## src/rtl/iqs_pkg.sv

```systemverilog
package iqs_pkg;
  typedef enum logic [1:0] {
    QS_IDLE  = 2'b00,
    QS_FIRST = 2'b01,
    QS_FLUSH = 2'b10,
    QS_NEXT  = 2'b11
  } qstat_e;

  localparam logic [2:0] BUS_CODE_FETCH = 3'b100;
endpackage

```

## src/rtl/iqs_decode.sv

```systemverilog
module iqs_decode
  import iqs_pkg::*;
(
  input  logic [2:0] bus_stat_i,
  input  logic       fetch_stb_i,
  input  logic [1:0] qstat_i,
  output logic       push_req_o,
  output logic       pop_req_o,
  output logic       pop_first_o,
  output logic       flush_o
);
  qstat_e qs;

  always_comb begin
    qs          = qstat_e'(qstat_i);
    push_req_o  = fetch_stb_i && (bus_stat_i == BUS_CODE_FETCH);
    pop_req_o   = 1'b0;
    pop_first_o = 1'b0;
    flush_o     = 1'b0;
    unique case (qs)
      QS_FIRST: begin
        pop_req_o   = 1'b1;
        pop_first_o = 1'b1;
      end
      QS_NEXT:  pop_req_o = 1'b1;
      QS_FLUSH: flush_o   = 1'b1;
      default:  ;
    endcase
  end
endmodule

```

## src/rtl/iqs_shadow_fifo.sv

```systemverilog
module iqs_shadow_fifo #(
  parameter int DEPTH  = 4,
  parameter int DATA_W = 8,
  localparam int CNT_W = $clog2(DEPTH + 1),
  localparam int PTR_W = (DEPTH > 1) ? $clog2(DEPTH) : 1
) (
  input  logic              clk_i,
  input  logic              rst_ni,
  input  logic              push_req_i,
  input  logic [DATA_W-1:0] push_data_i,
  input  logic              pop_req_i,
  input  logic              flush_i,
  output logic [DATA_W-1:0] head_data_o,
  output logic              pop_ok_o,
  output logic              underrun_o,
  output logic [CNT_W-1:0]  count_o
);
  logic [DATA_W-1:0] mem_q [DEPTH];
  logic [PTR_W-1:0]  rd_ptr_q, rd_ptr_d, wr_ptr_q, wr_ptr_d;
  logic [CNT_W-1:0]  count_q, count_d;
  logic [DEPTH-1:0]  wr_en;
  logic              empty, full, pop_ok, push_ok;

  function automatic logic [PTR_W-1:0] ptr_inc(input logic [PTR_W-1:0] p);
    return (p == PTR_W'(DEPTH - 1)) ? '0 : p + 1'b1;
  endfunction

  always_comb begin
    empty    = (count_q == '0);
    full     = (count_q == CNT_W'(DEPTH));
    pop_ok   = !flush_i && pop_req_i && !empty;
    push_ok  = !flush_i && push_req_i && (!full || pop_ok);
    rd_ptr_d = rd_ptr_q;
    wr_ptr_d = wr_ptr_q;
    count_d  = count_q;
    wr_en    = '0;
    if (flush_i) begin
      rd_ptr_d = '0;
      wr_ptr_d = '0;
      count_d  = '0;
    end else begin
      if (pop_ok)  rd_ptr_d = ptr_inc(rd_ptr_q);
      if (push_ok) begin
        wr_ptr_d        = ptr_inc(wr_ptr_q);
        wr_en[wr_ptr_q] = 1'b1;
      end
      count_d = count_q + CNT_W'(push_ok) - CNT_W'(pop_ok);
    end
  end

  always_ff @(posedge clk_i or negedge rst_ni) begin
    if (!rst_ni) begin
      rd_ptr_q <= '0;
      wr_ptr_q <= '0;
      count_q  <= '0;
    end else begin
      rd_ptr_q <= rd_ptr_d;
      wr_ptr_q <= wr_ptr_d;
      count_q  <= count_d;
    end
  end

  for (genvar g = 0; g < DEPTH; g++) begin : g_entry
    always_ff @(posedge clk_i) begin
      if (wr_en[g]) mem_q[g] <= push_data_i;
    end
  end

  assign head_data_o = mem_q[rd_ptr_q];
  assign pop_ok_o    = pop_ok;
  assign underrun_o  = !flush_i && pop_req_i && empty;
  assign count_o     = count_q;
endmodule

```

## src/rtl/iqs_report.sv

```systemverilog
module iqs_report #(
  parameter int DATA_W = 8
) (
  input  logic              clk_i,
  input  logic              rst_ni,
  input  logic              pop_ok_i,
  input  logic              pop_first_i,
  input  logic [DATA_W-1:0] head_data_i,
  input  logic              underrun_i,
  output logic              rm_valid_o,
  output logic              rm_first_o,
  output logic [DATA_W-1:0] rm_byte_o,
  output logic              err_o
);
  logic              valid_d, first_d, err_d, byte_en;
  logic [DATA_W-1:0] byte_q;
  logic              valid_q, first_q, err_q;

  always_comb begin
    valid_d = pop_ok_i;
    first_d = pop_ok_i && pop_first_i;
    byte_en = pop_ok_i;
    err_d   = err_q || underrun_i;
  end

  always_ff @(posedge clk_i or negedge rst_ni) begin
    if (!rst_ni) begin
      valid_q <= 1'b0;
      first_q <= 1'b0;
      err_q   <= 1'b0;
    end else begin
      valid_q <= valid_d;
      first_q <= first_d;
      err_q   <= err_d;
    end
  end

  always_ff @(posedge clk_i or negedge rst_ni) begin
    if (!rst_ni) byte_q <= '0;
    else if (byte_en) byte_q <= head_data_i;
  end

  assign rm_valid_o = valid_q;
  assign rm_first_o = first_q;
  assign rm_byte_o  = byte_q;
  assign err_o      = err_q;
endmodule

```

## src/rtl/iq_shadow_tracker.sv

```systemverilog
module iq_shadow_tracker #(
  parameter int DEPTH  = 4,
  parameter int DATA_W = 8,
  localparam int CNT_W = $clog2(DEPTH + 1)
) (
  input  logic              clk_i,
  input  logic              rst_ni,
  input  logic [2:0]        bus_stat_i,
  input  logic              fetch_stb_i,
  input  logic [DATA_W-1:0] fetch_data_i,
  input  logic [1:0]        qstat_i,
  output logic              rm_valid_o,
  output logic              rm_first_o,
  output logic [DATA_W-1:0] rm_byte_o,
  output logic [CNT_W-1:0]  fill_o,
  output logic              underrun_o
);
  logic [1:0]        rst_sync_q;
  logic              rst_sync_n;
  logic              push_req, pop_req, pop_first, flush;
  logic              pop_ok, underrun;
  logic [DATA_W-1:0] head_data;

  always_ff @(posedge clk_i or negedge rst_ni) begin
    if (!rst_ni) rst_sync_q <= 2'b00;
    else         rst_sync_q <= {rst_sync_q[0], 1'b1};
  end
  assign rst_sync_n = rst_sync_q[1];

  iqs_decode i_decode (
    .bus_stat_i  (bus_stat_i),
    .fetch_stb_i (fetch_stb_i),
    .qstat_i     (qstat_i),
    .push_req_o  (push_req),
    .pop_req_o   (pop_req),
    .pop_first_o (pop_first),
    .flush_o     (flush)
  );

  iqs_shadow_fifo #(.DEPTH(DEPTH), .DATA_W(DATA_W)) i_fifo (
    .clk_i       (clk_i),
    .rst_ni      (rst_sync_n),
    .push_req_i  (push_req),
    .push_data_i (fetch_data_i),
    .pop_req_i   (pop_req),
    .flush_i     (flush),
    .head_data_o (head_data),
    .pop_ok_o    (pop_ok),
    .underrun_o  (underrun),
    .count_o     (fill_o)
  );

  iqs_report #(.DATA_W(DATA_W)) i_report (
    .clk_i       (clk_i),
    .rst_ni      (rst_sync_n),
    .pop_ok_i    (pop_ok),
    .pop_first_i (pop_first),
    .head_data_i (head_data),
    .underrun_i  (underrun),
    .rm_valid_o  (rm_valid_o),
    .rm_first_o  (rm_first_o),
    .rm_byte_o   (rm_byte_o),
    .err_o       (underrun_o)
  );
endmodule

```

## config.mk

```make
export PLATFORM = sky130hd
export DESIGN_NAME = iq_shadow_tracker
export DESIGN_NICKNAME = d
export VERILOG_FILES = /design/src/rtl/iqs_pkg.sv /design/src/rtl/iqs_decode.sv /design/src/rtl/iqs_shadow_fifo.sv /design/src/rtl/iqs_report.sv /design/src/rtl/iq_shadow_tracker.sv
export SDC_FILE = /design/constraint.sdc
export NUM_CORES = 1
export LEC_CHECK = 0
export BUFFER_PORTS_ARGS = -buffer_cell sky130_fd_sc_hd__clkbuf_2
export CAP_MARGIN = 20
export CORE_MARGIN = 2
export CORE_UTILIZATION = 35
export CTS_BUF_LIST = sky130_fd_sc_hd__clkbuf_8 sky130_fd_sc_hd__clkbuf_16
export DETAILED_ROUTE_END_ITERATION = 8
export GPL_TIMING_DRIVEN = 0
export RECOVER_POWER = 50
export SLEW_MARGIN = 20
export SYNTH_ARGS = -nofsm -noshare
export SYNTH_HDL_FRONTEND = slang
export SYNTH_HIERARCHICAL = 1
export SYNTH_SLANG_ARGS = --single-unit
```

## constraint.sdc

```tcl
create_clock -name clk_i -period 0.8 [get_ports clk_i]
set_input_delay 0 -clock clk_i [delete_from_list [all_inputs] [get_ports clk_i]]
set_output_delay 0 -clock clk_i [all_outputs]
set_load 0.1 [all_outputs]
```

==> results.json, run 1 <==
{
  "max_clock_freq_ghz": 0.450,
  "grt_pass1_wl_um": 6730,
  "critPathBufInv": 1,
  "cap_viol_max_count": 0,
  "setup_violations": 64,
  "path_class": "flop to flop",
  "cpPeakStageDelay_ns": 0.51,
  "yosysWarnings": 6,
  "cts_tree": "done",
  "ff2ff_setup_slack_ns": -1.42,
  "gp_congestion": 0.732,
  "critPathMaxFanout": 4,
  "cp_slowest_cell": "dfrtp_4",
  "netlist-cell-type-count": 27,
  "drt_iter0_drc": 47,
  "drcViolationCount": 0,
  "mostFrequentLayoutCells": "32 x edfxtp_1, 15 x clkbuf_16, 12 x dfrtp_2",
  "antenna_found_initial": 0,
  "htreeDepth": 2,
  "finalInstanceArea_um2": 3130,
  "cts_buffer_depth": 2,
  "violations": "setup timing",
  "io_pins": 30,
  "cts_root_buf": "clkbuf_8",
  "area_growth_pct": 44.0,
  "cts_sinks": 52,
  "syn_area_per_cell_um2": 18.6,
  "track_usage_pct": 12.8,
  "status": "finished with violations",
  "worstReg2RegStart": "i_fifo/count_o[2]",
  "powerDensity_nw_per_um2": 3790,
  "hold_viol": 0,
  "setup-tns-final_ns": -42.39,
  "die_h_um": 82.9,
  "num_rows": 28,
  "wire_per_inst_um": 16.5,
  "skew_ns": 0.00606,
  "critical_path.top_delay_family": "simple AND/OR/NAND/NOR gates",
  "rsz0062_at_grt": "yes",
  "layout.nets": 198,
  "final_core_util_pct": 52.6,
  "synthCells": 117,
  "via_per_inst": 4.67,
  "synth.ff_latch_count": 52,
  "synth_top_area_share_pct": 44.1,
  "num_vias": 1171,
  "grt_max_degree": 19,
  "slew_viol_final": 0,
  "clk_pin_slew_ns": 0.09,
  "required_ns": 1.02,
  "ys_seq_area_share_pct": 67.1,
  "r2r_end": "i_fifo/count_o[2]",
  "finalPower_w": 0.0119,
  "diodes": 0,
  "timing.final.ws_setup_ns": -1.42,
  "path_common_cell": "xor2_1",
  "dp_hpwl_um": 2610,
  "synth_area_um2": 2180,
  "routed_wl_um": 4140,
  "io_buffers": 29,
  "initial_core_util_pct": 36.6,
  "arrival_ns": 2.45,
  "ant_nets": 0,
  "post_dp_cell_area_um2": 2450,
  "synth_top_area_cell": "edfxtp_1",
  "die_w_um": 82.9,
  "clk_latency_ns": 0.30,
  "grt_pass1_vias": 1315,
  "synth_fp_nets": 140,
  "cp-start-kind": "flop",
  "rr_worst_depth": 9,
  "synthTopCellsByArea": "edfxtp_1 44%, dfrtp_1 23%, mux4_2 8.3%",
  "dieArea_um2": 6870,
  "overflow": 0,
  "cts_made_buffers": 5,
  "period_minus_slack_ns": 2.22,
  "critical_path.endpoint_type": "flop",
  "final_common_cell": "edfxtp_1",
  "drive_gt1_share_pct": 58.5,
  "hold_ws_ns": 0.00970,
  "min_path_type": "primary input to asynchronous set/reset pin",
  "leakage_nw": 1.20,
  "core_area_um2": 5960,
  "worstPathCellList": "nor3_4 > nor2_4 > xor2_1 > ha_2 > inv_2 > fa_2 > xor2_1 > and2_4 > nor3_2",
  "period_share_pct": 278,
  "ir_worst_vdd_mv": 2.93,
  "first_pass_iters": 4
}
layout make-up:
| type | count | area [um^2] |
|---|---|---|
| fill | 469 | 2820 |
| sequential | 52 | 1490 |
| clock buffer | 6 | 93.8 |
| multi-input combinational | 57 | 759 |
| buffer | 5 | 50.0 |
| timing repair buffer | 51 | 626 |
| inverter | 3 | 11.3 |
| clock inverter | 2 | 12.5 |
| tap | 75 | 93.8 |
synth_stat cells (all sizes together):
cell type / number
a21oi: 1
and2: 6
and4bb: 1
buf: 3
clkbuf: 2
conb: 1
dfrtp: 20
edfxtp: 32
fa: 1
ha: 6
inv: 3
mux2: 11
mux4: 8
nand2b: 1
nor2: 6
nor2b: 4
nor3: 3
nor3b: 1
nor4: 1
nor4b: 1
o21ai: 1
or2: 1
or4: 1
xor2: 2
power by group:
group	switching (W)	total (W)	leakage (nW)	internal (W)
clock network	0.000839	0.00164	0.0523	0.000800
registers	0.000443	0.00377	0.515	0.00332
logic	0.00344	0.00646	0.636	0.00302
total	0.00472	0.0119	1.20	0.00715
how the worst max path moves through the flow:
stage,start,to,cells after the start
after floorplan,i_fifo/count_o[2],i_fifo/count_o[2],9
after global placement,i_fifo/count_o[2],i_fifo/count_o[2],9
after detailed placement,i_fifo/count_o[2],i_fifo/count_o[2],9
after CTS,i_fifo/count_o[0],i_fifo/count_o[2],9
after global routing,i_fifo/count_o[0],i_fifo/count_o[2],9
final,i_fifo/count_o[2],i_fifo/count_o[2],9
metal layers:
layer  part of all wire, %  routed length (um)  track usage, %
met1                    42                1730            16.6
met2                    53                2190            20.6
met3                   3.9                 163            2.98
met4                   1.1                  46            5.37
met5                     0                   0               0
kinds of logic after synthesis:
family,after synthesis,synth area share (%)
buffers and inverters,8,2.41
AOI/OAI and AO/OA,2,0.459
adders and majority gates,7,4.37
and+or+nand+nor,26,8.97
other,1,0.172
xor gates and xnor gates,2,0.805
DFF,52,67.1
muxes,19,15.7
worst reg2reg max path, stage by stage, from the launching register on:
cell,delay [ns]
dfrtp_4,0.51
nor3_4,0.34
nor2_4,0.11
xor2_1,0.16
ha_2,0.20
inv_2,0.04
fa_2,0.34
xor2_1,0.16
and2_4,0.16
nor3_2,0.10
flip-flops by register name, indices dropped and copies added (netlist names):
signal,flops
i_report/rm_valid_o,1
i_report/rm_first_o,1
i_fifo/count_o,3
i_fifo/rd_ptr_q,2
i_fifo/wr_ptr_q,2
i_fifo/mem_q,32
rst_sync_q,2
i_report/err_o,1
i_report/rm_byte_o,8
stage by stage:
step,setup WS [ns],cells
floorplan,-1.60,117
global placement,-1.49,221
detailed placement,-1.62,221
CTS,-1.41,250
global route,-1.54,251
finish,-1.42,251
timing repair:
item / 4_1_cts / 5_1_grt
pin swaps: 10 / 7
setup buffers: 11 / 4
hold buffers: 10 / 0
setup endpoints to repair: 82 / 82
gates cloned: 0 / 0
hold endpoints to repair: 35 / 0
gates resized for setup: 59 / 15
(Power assumes the default switching activity.)
==> run 2, diff against run 1 <==
- CORE_UTILIZATION: 35 -> 45
- PLACE_DENSITY: default -> 0.67
==> run 2 against run 1 <==
Net effect:
- core utilization increased by 12 points
- flip-flop and latch count did not move
- combinational power shrank 6.8%
- hold slack gained 0.0055 ns
- setup slack worse by 0.039 ns
- clock skew about the same
- sequential power rose by 1%
- the run still ends with setup timing left
==> results.json, run 2 (synthesized netlist as in run 1, its figures left out) <==
{
  "top_register": "i_fifo/mem_q",
  "clk_latency_ns": 0.29,
  "wire_per_inst_um": 17.0,
  "gp_congestion": 0.650,
  "required_ns": 1.01,
  "cts_root_buf": "clkbuf_8",
  "clk_pin_slew_ns": 0.09,
  "drive_gt1_share_pct": 56.7,
  "post_dp_cell_area_um2": 2430,
  "overflow": 0,
  "max_clock_freq_ghz": 0.442,
  "path_class": "flop to flop",
  "htreeDepth": 2,
  "cts_buffer_depth": 2,
  "hold_ws_ns": 0.0152,
  "critical_path.top_delay_family": "simple AND/OR/NAND/NOR gates",
  "via_per_inst": 5.09,
  "io_buffers": 29,
  "routed_wl_um": 3820,
  "cp_slowest_cell": "dfrtp_4",
  "core_area_um2": 4690,
  "track_usage_pct": 16.3,
  "violations": "setup timing",
  "setup_violations": 64,
  "seqPwrFrac_pct": 33.8,
  "critPathBufInv": 1,
  "cts_sinks": 52,
  "cpPeakStageDelay_ns": 0.53,
  "critPathMaxFanout": 4,
  "status": "finished with violations",
  "ant_nets": 0,
  "area_growth_pct": 38.6,
  "arrival_ns": 2.48,
  "period_minus_slack_ns": 2.26,
  "switching_share_pct": 40.1,
  "cts_tree": "done",
  "cap_viol_max_count": 0,
  "worstPathCellList": "nor4b_4 > nor3b_4 > xor2_1 > ha_2 > inv_2 > fa_2 > xor2_1 > and2_2 > nor3_2",
  "grt_pass1_vias": 1232,
  "fillers": 339,
  "num_vias": 1146,
  "die_h_um": 73.6,
  "dieArea_um2": 5410,
  "slew_viol_final": 0,
  "finalInstanceArea_um2": 3020,
  "skew_ns": 0.00639,
  "antenna_found_initial": 0,
  "hold_viol": 0,
  "mostFrequentLayoutCells": "32 x edfxtp_1, 13 x clkbuf_16, 12 x dfrtp_2",
  "initial_core_util_pct": 46.4,
  "cts_made_buffers": 5,
  "place_ws_ns": -1.60,
  "layout.nets": 193,
  "die_w_um": 73.6,
  "regArea_um2": 1490,
  "clockPowerShare_pct": 12.8,
  "grt_pass1_wl_um": 6130,
  "drt_iter0_drc": 57,
  "final_core_util_pct": 64.3,
  "num_rows": 25,
  "combPwrFrac_pct": 53.4,
  "diodes": 0,
  "leakage_nw": 1.17,
  "io_pins": 30,
  "powerDensity_nw_per_um2": 3740,
  "critical_path.endpoint_type": "flop",
  "dp_hpwl_um": 2390,
  "path_common_cell": "xor2_1",
  "grt_max_degree": 19,
  "largest_reg_flops": 32,
  "p_sw_w": 0.00451,
  "power.internal_w": 0.00676,
  "multiInputGateArea_um2": 741,
  "drcViolationCount": 0,
  "min_path_type": "primary input to asynchronous set/reset pin",
  "cp-start-kind": "flop",
  "period_share_pct": 283,
  "timing.final.ws_setup_ns": -1.46,
  "first_pass_iters": 4,
  "ir_worst_vdd_mv": 2.03,
  "final_common_cell": "edfxtp_1",
  "rsz0062_at_grt": "yes"
}
run 2: worst paths after layout:
path,startpoint,endpoint,slack (ns),cells past startpoint
max,i_fifo/count_o[1],i_fifo/count_o[2],-1.46,9
min reg2reg,rst_sync_q[1],i_fifo/count_o[0],0.19,0
max reg2reg,i_fifo/count_o[1],i_fifo/count_o[2],-1.46,9
min,rst_ni,rst_sync_q[0],0.02,2
min in group clk_i,qstat_i[0],i_report/rm_first_o,0.08,3
max in group asynchronous,rst_sync_q[1],i_fifo/count_o[1],0.28,0
run 2: what timing repair did:
action	in CTS	in global routing
setup endpoints to repair	82	64
endpoints found under the hold margin	35	0
buffers inserted	7	0
hold buffers	10	0
pin swaps	9	5
gates resized for setup	56	10
run 2: area by class of cell:
| cell class | count | area share [%] |
|---|---|---|
| clock inverter | 2 | 0.249 |
| sequential | 52 | 49.3 |
| timing repair buffer | 46 | 18.7 |
| inverter | 3 | 0.373 |
| buffer | 5 | 1.82 |
| multi-input combinational | 57 | 24.6 |
| clock buffer | 6 | 2.74 |
| tap | 54 | 2.24 |
run 2: metrics by stage:
step,setup TNS (ns),total power (W),cells
after global routing,-42.79,0.0118,225
final,-40.78,0.0113,225
after CTS,-41.01,0.0112,225
after floorplan,-44.70,0.00735,117
after detailed placement,-46.08,0.00807,200
after global placement,-44.23,0.00795,200
run 2: routing by layer:
| metal | vias to the layer above | GRT usage, % | share of wire [%] |
|---|---|---|---|
| met4 | 0 | 5.45 | 1.4 |
| li1 | 536 | - | - |
| met1 | 586 | 20.3 | 44 |
| met5 | - | 0 | 0 |
| met2 | 19 | 27.4 | 52 |
| met3 | 5 | 4.53 | 2.8 |
run 2: power groups by stage:
stage / sequential [W] / combinational [W] / clock, W
after floorplan: 0.00587 / 0.00148 / 0
after global placement: 0.00371 / 0.00424 / 0
after detailed placement: 0.00373 / 0.00434 / 0
after CTS: 0.00377 / 0.00588 / 0.00150
after global routing: 0.00386 / 0.00629 / 0.00162
final: 0.00381 / 0.00602 / 0.00144
==> run 3, diff against run 2 <==
- PLACE_DENSITY: 0.67 -> default
- SLEW_MARGIN: 20 -> 0
- clock period: 0.8 -> 2.16 ns (I/O delays scaled with it)
==> run 3 against run 2 <==
Net effect:
- fmax up 2.4%
- clock-buffer cell count decreased by 1
- hold slack improved by 0.053 ns
- largest cell class unchanged
- the run still ends with setup timing left
- setup slack improved by 1.4 ns
- highest routed layer unchanged
- register-to-register slack better by 1.4 ns
- die area stayed put
- critical path depth stayed put
==> results.json, run 3 (synthesized netlist as in run 1, its figures left out) <==
{
  "grt_pass1_wl_um": 5590,
  "dp_hpwl_um": 2400,
  "dp_cells": 200,
  "finalInstanceArea_um2": 2660,
  "period_share_pct": 102,
  "ir_worst_vdd_mv": 0.534,
  "place_ws_ns": -0.191,
  "required_ns": 2.37,
  "max_clock_freq_ghz": 0.453,
  "grt_pass1_vias": 1122,
  "post_dp_cell_area_um2": 2410,
  "min_path_type": "primary input to flop",
  "setup-tns-final_ns": -0.0485,
  "track_usage_pct": 15.1,
  "violations": "setup timing",
  "slew_viol_final": 0,
  "min-delay-start": "qstat_i[0]",
  "wire_per_inst_um": 16.6,
  "die_w_um": 73.6,
  "cts_buffer_depth": 2,
  "ant_nets": 0,
  "num_vias": 1147,
  "via_per_inst": 5.17,
  "arrival_ns": 2.42,
  "r2r_end": "i_fifo/count_o[2]",
  "worstMarginPinSlew_ns": 1.16,
  "cts_sinks": 52,
  "num_rows": 25,
  "gp_congestion": 0.809,
  "dieArea_um2": 5410,
  "first_pass_iters": 4,
  "period_minus_slack_ns": 2.21,
  "core_area_um2": 4690,
  "leakage_nw": 1.03,
  "drive_gt1_share_pct": 41.7,
  "largest_reg_flops": 32,
  "min_to": "i_report/rm_first_o",
  "final_common_cell": "edfxtp_1",
  "fin_cells": 222,
  "grt_max_degree": 19,
  "hold_viol": 0,
  "clk_latency_ns": 0.29,
  "powerDensity_nw_per_um2": 1370,
  "skew_ns": 0.00637,
  "drcViolationCount": 0,
  "htreeDepth": 2,
  "overflow": 0,
  "area_growth_pct": 22.2,
  "io_buffers": 29,
  "antenna_found_initial": 0,
  "critPathMaxFanout": 4,
  "critical_path.endpoint_type": "flop",
  "initial_core_util_pct": 46.4,
  "timing.final.ws_setup_ns": -0.0485,
  "io_pins": 30,
  "holdPathStages": 3,
  "setup_violations": 1,
  "layout.nets": 190,
  "status": "finished with violations",
  "die_h_um": 73.6,
  "clk_pin_slew_ns": 0.09,
  "cp-start-kind": "flop",
  "drt_iter0_drc": 44,
  "rr_worst_depth": 9,
  "diodes": 0,
  "worstReg2RegStart": "i_fifo/count_o[1]",
  "final_core_util_pct": 56.7,
  "routed_wl_um": 3700,
  "maxSlewHeadroom_pct": 22.7,
  "ff2ff_setup_slack_ns": -0.05,
  "rsz0062_at_grt": "yes",
  "top_register": "i_fifo/mem_q",
  "cap_viol_max_count": 0,
  "mostFrequentLayoutCells": "32 x edfxtp_1, 18 x clkbuf_2, 17 x dfrtp_1",
  "cts_made_buffers": 5,
  "cts_root_buf": "clkbuf_8",
  "cts_tree": "done",
  "path_class": "flop to flop"
}
-- run 3: cell count changes in the layout (fill, tap and decap cells not counted), sizes merged --
cell,change
inv,-1
buf,-5
bufinv,+1
dlygate4sd3,+1
clkinv,+1
-- run 3: where the power goes --
group | total (W) | internal, W | switching (W) | leakage [nW]
sequential | 0.00134 | 0.00121 | 0.000131 | 0.527
combinational | 0.00167 | 0.000515 | 0.00115 | 0.449
clock | 0.000629 | 0.000339 | 0.000290 | 0.0593
total | 0.00364 | 0.00207 | 0.00157 | 1.03
-- run 3: cell type report --
class | count | area [um^2]
inverter | 3 | 11.3
tap | 54 | 67.6
fill | 401 | 2030
clock inverter | 3 | 38.8
timing repair buffer | 43 | 264
multi-input combinational | 57 | 697
sequential | 52 | 1470
buffer | 5 | 41.3
clock buffer | 5 | 68.8
-- run 3: per-layer routing --
metal	vias up	track usage [%]	part of all wire, %
li1	532	-	-
met1	595	19.0	44
met2	18	24.4	52
met3	2	4.12	2.8
met4	0	6.67	1.0
met5	-	0	0
-- run 3: metrics by stage --
stage               total power, W  hold slack [ns]
global route               0.00381           0.0860
floorplan                  0.00270           -0.296
CTS                        0.00367           0.0558
global placement           0.00292           -0.214
detailed placement         0.00295           -0.210
finish                     0.00364           0.0678
-- run 3: critical path, cell delays in order (launching register included) --
cell,delay [ns]
dfrtp_4,0.52
nor4b_4,0.35
nor3b_4,0.08
xor2_1,0.17
ha_2,0.19
inv_2,0.04
fa_2,0.34
xor2_2,0.16
and2_4,0.16
nor3_2,0.11
-- run 3: how the worst max path moves through the flow --
stage / startpoint / to / slack (ns) / cells past startpoint
after CTS: i_fifo/count_o[0] / i_fifo/count_o[2] / -0.02 / 9
final: i_fifo/count_o[1] / i_fifo/count_o[2] / -0.05 / 9
after global placement: i_fifo/count_o[2] / i_fifo/count_o[2] / -0.12 / 9
after detailed placement: i_fifo/count_o[2] / i_fifo/count_o[2] / -0.19 / 9
after global routing: i_fifo/count_o[1] / i_fifo/count_o[2] / -0.11 / 9
after floorplan: i_fifo/count_o[2] / i_fifo/count_o[2] / -0.24 / 9
-- run 3: timing repair --
action / CTS / global route
pin swaps: 3 / 1
hold buffers: 11 / 0
setup endpoints to repair: 1 / 2
setup buffers: 3 / 0
hold endpoints to repair: 35 / 0
resized for setup: 4 / 1
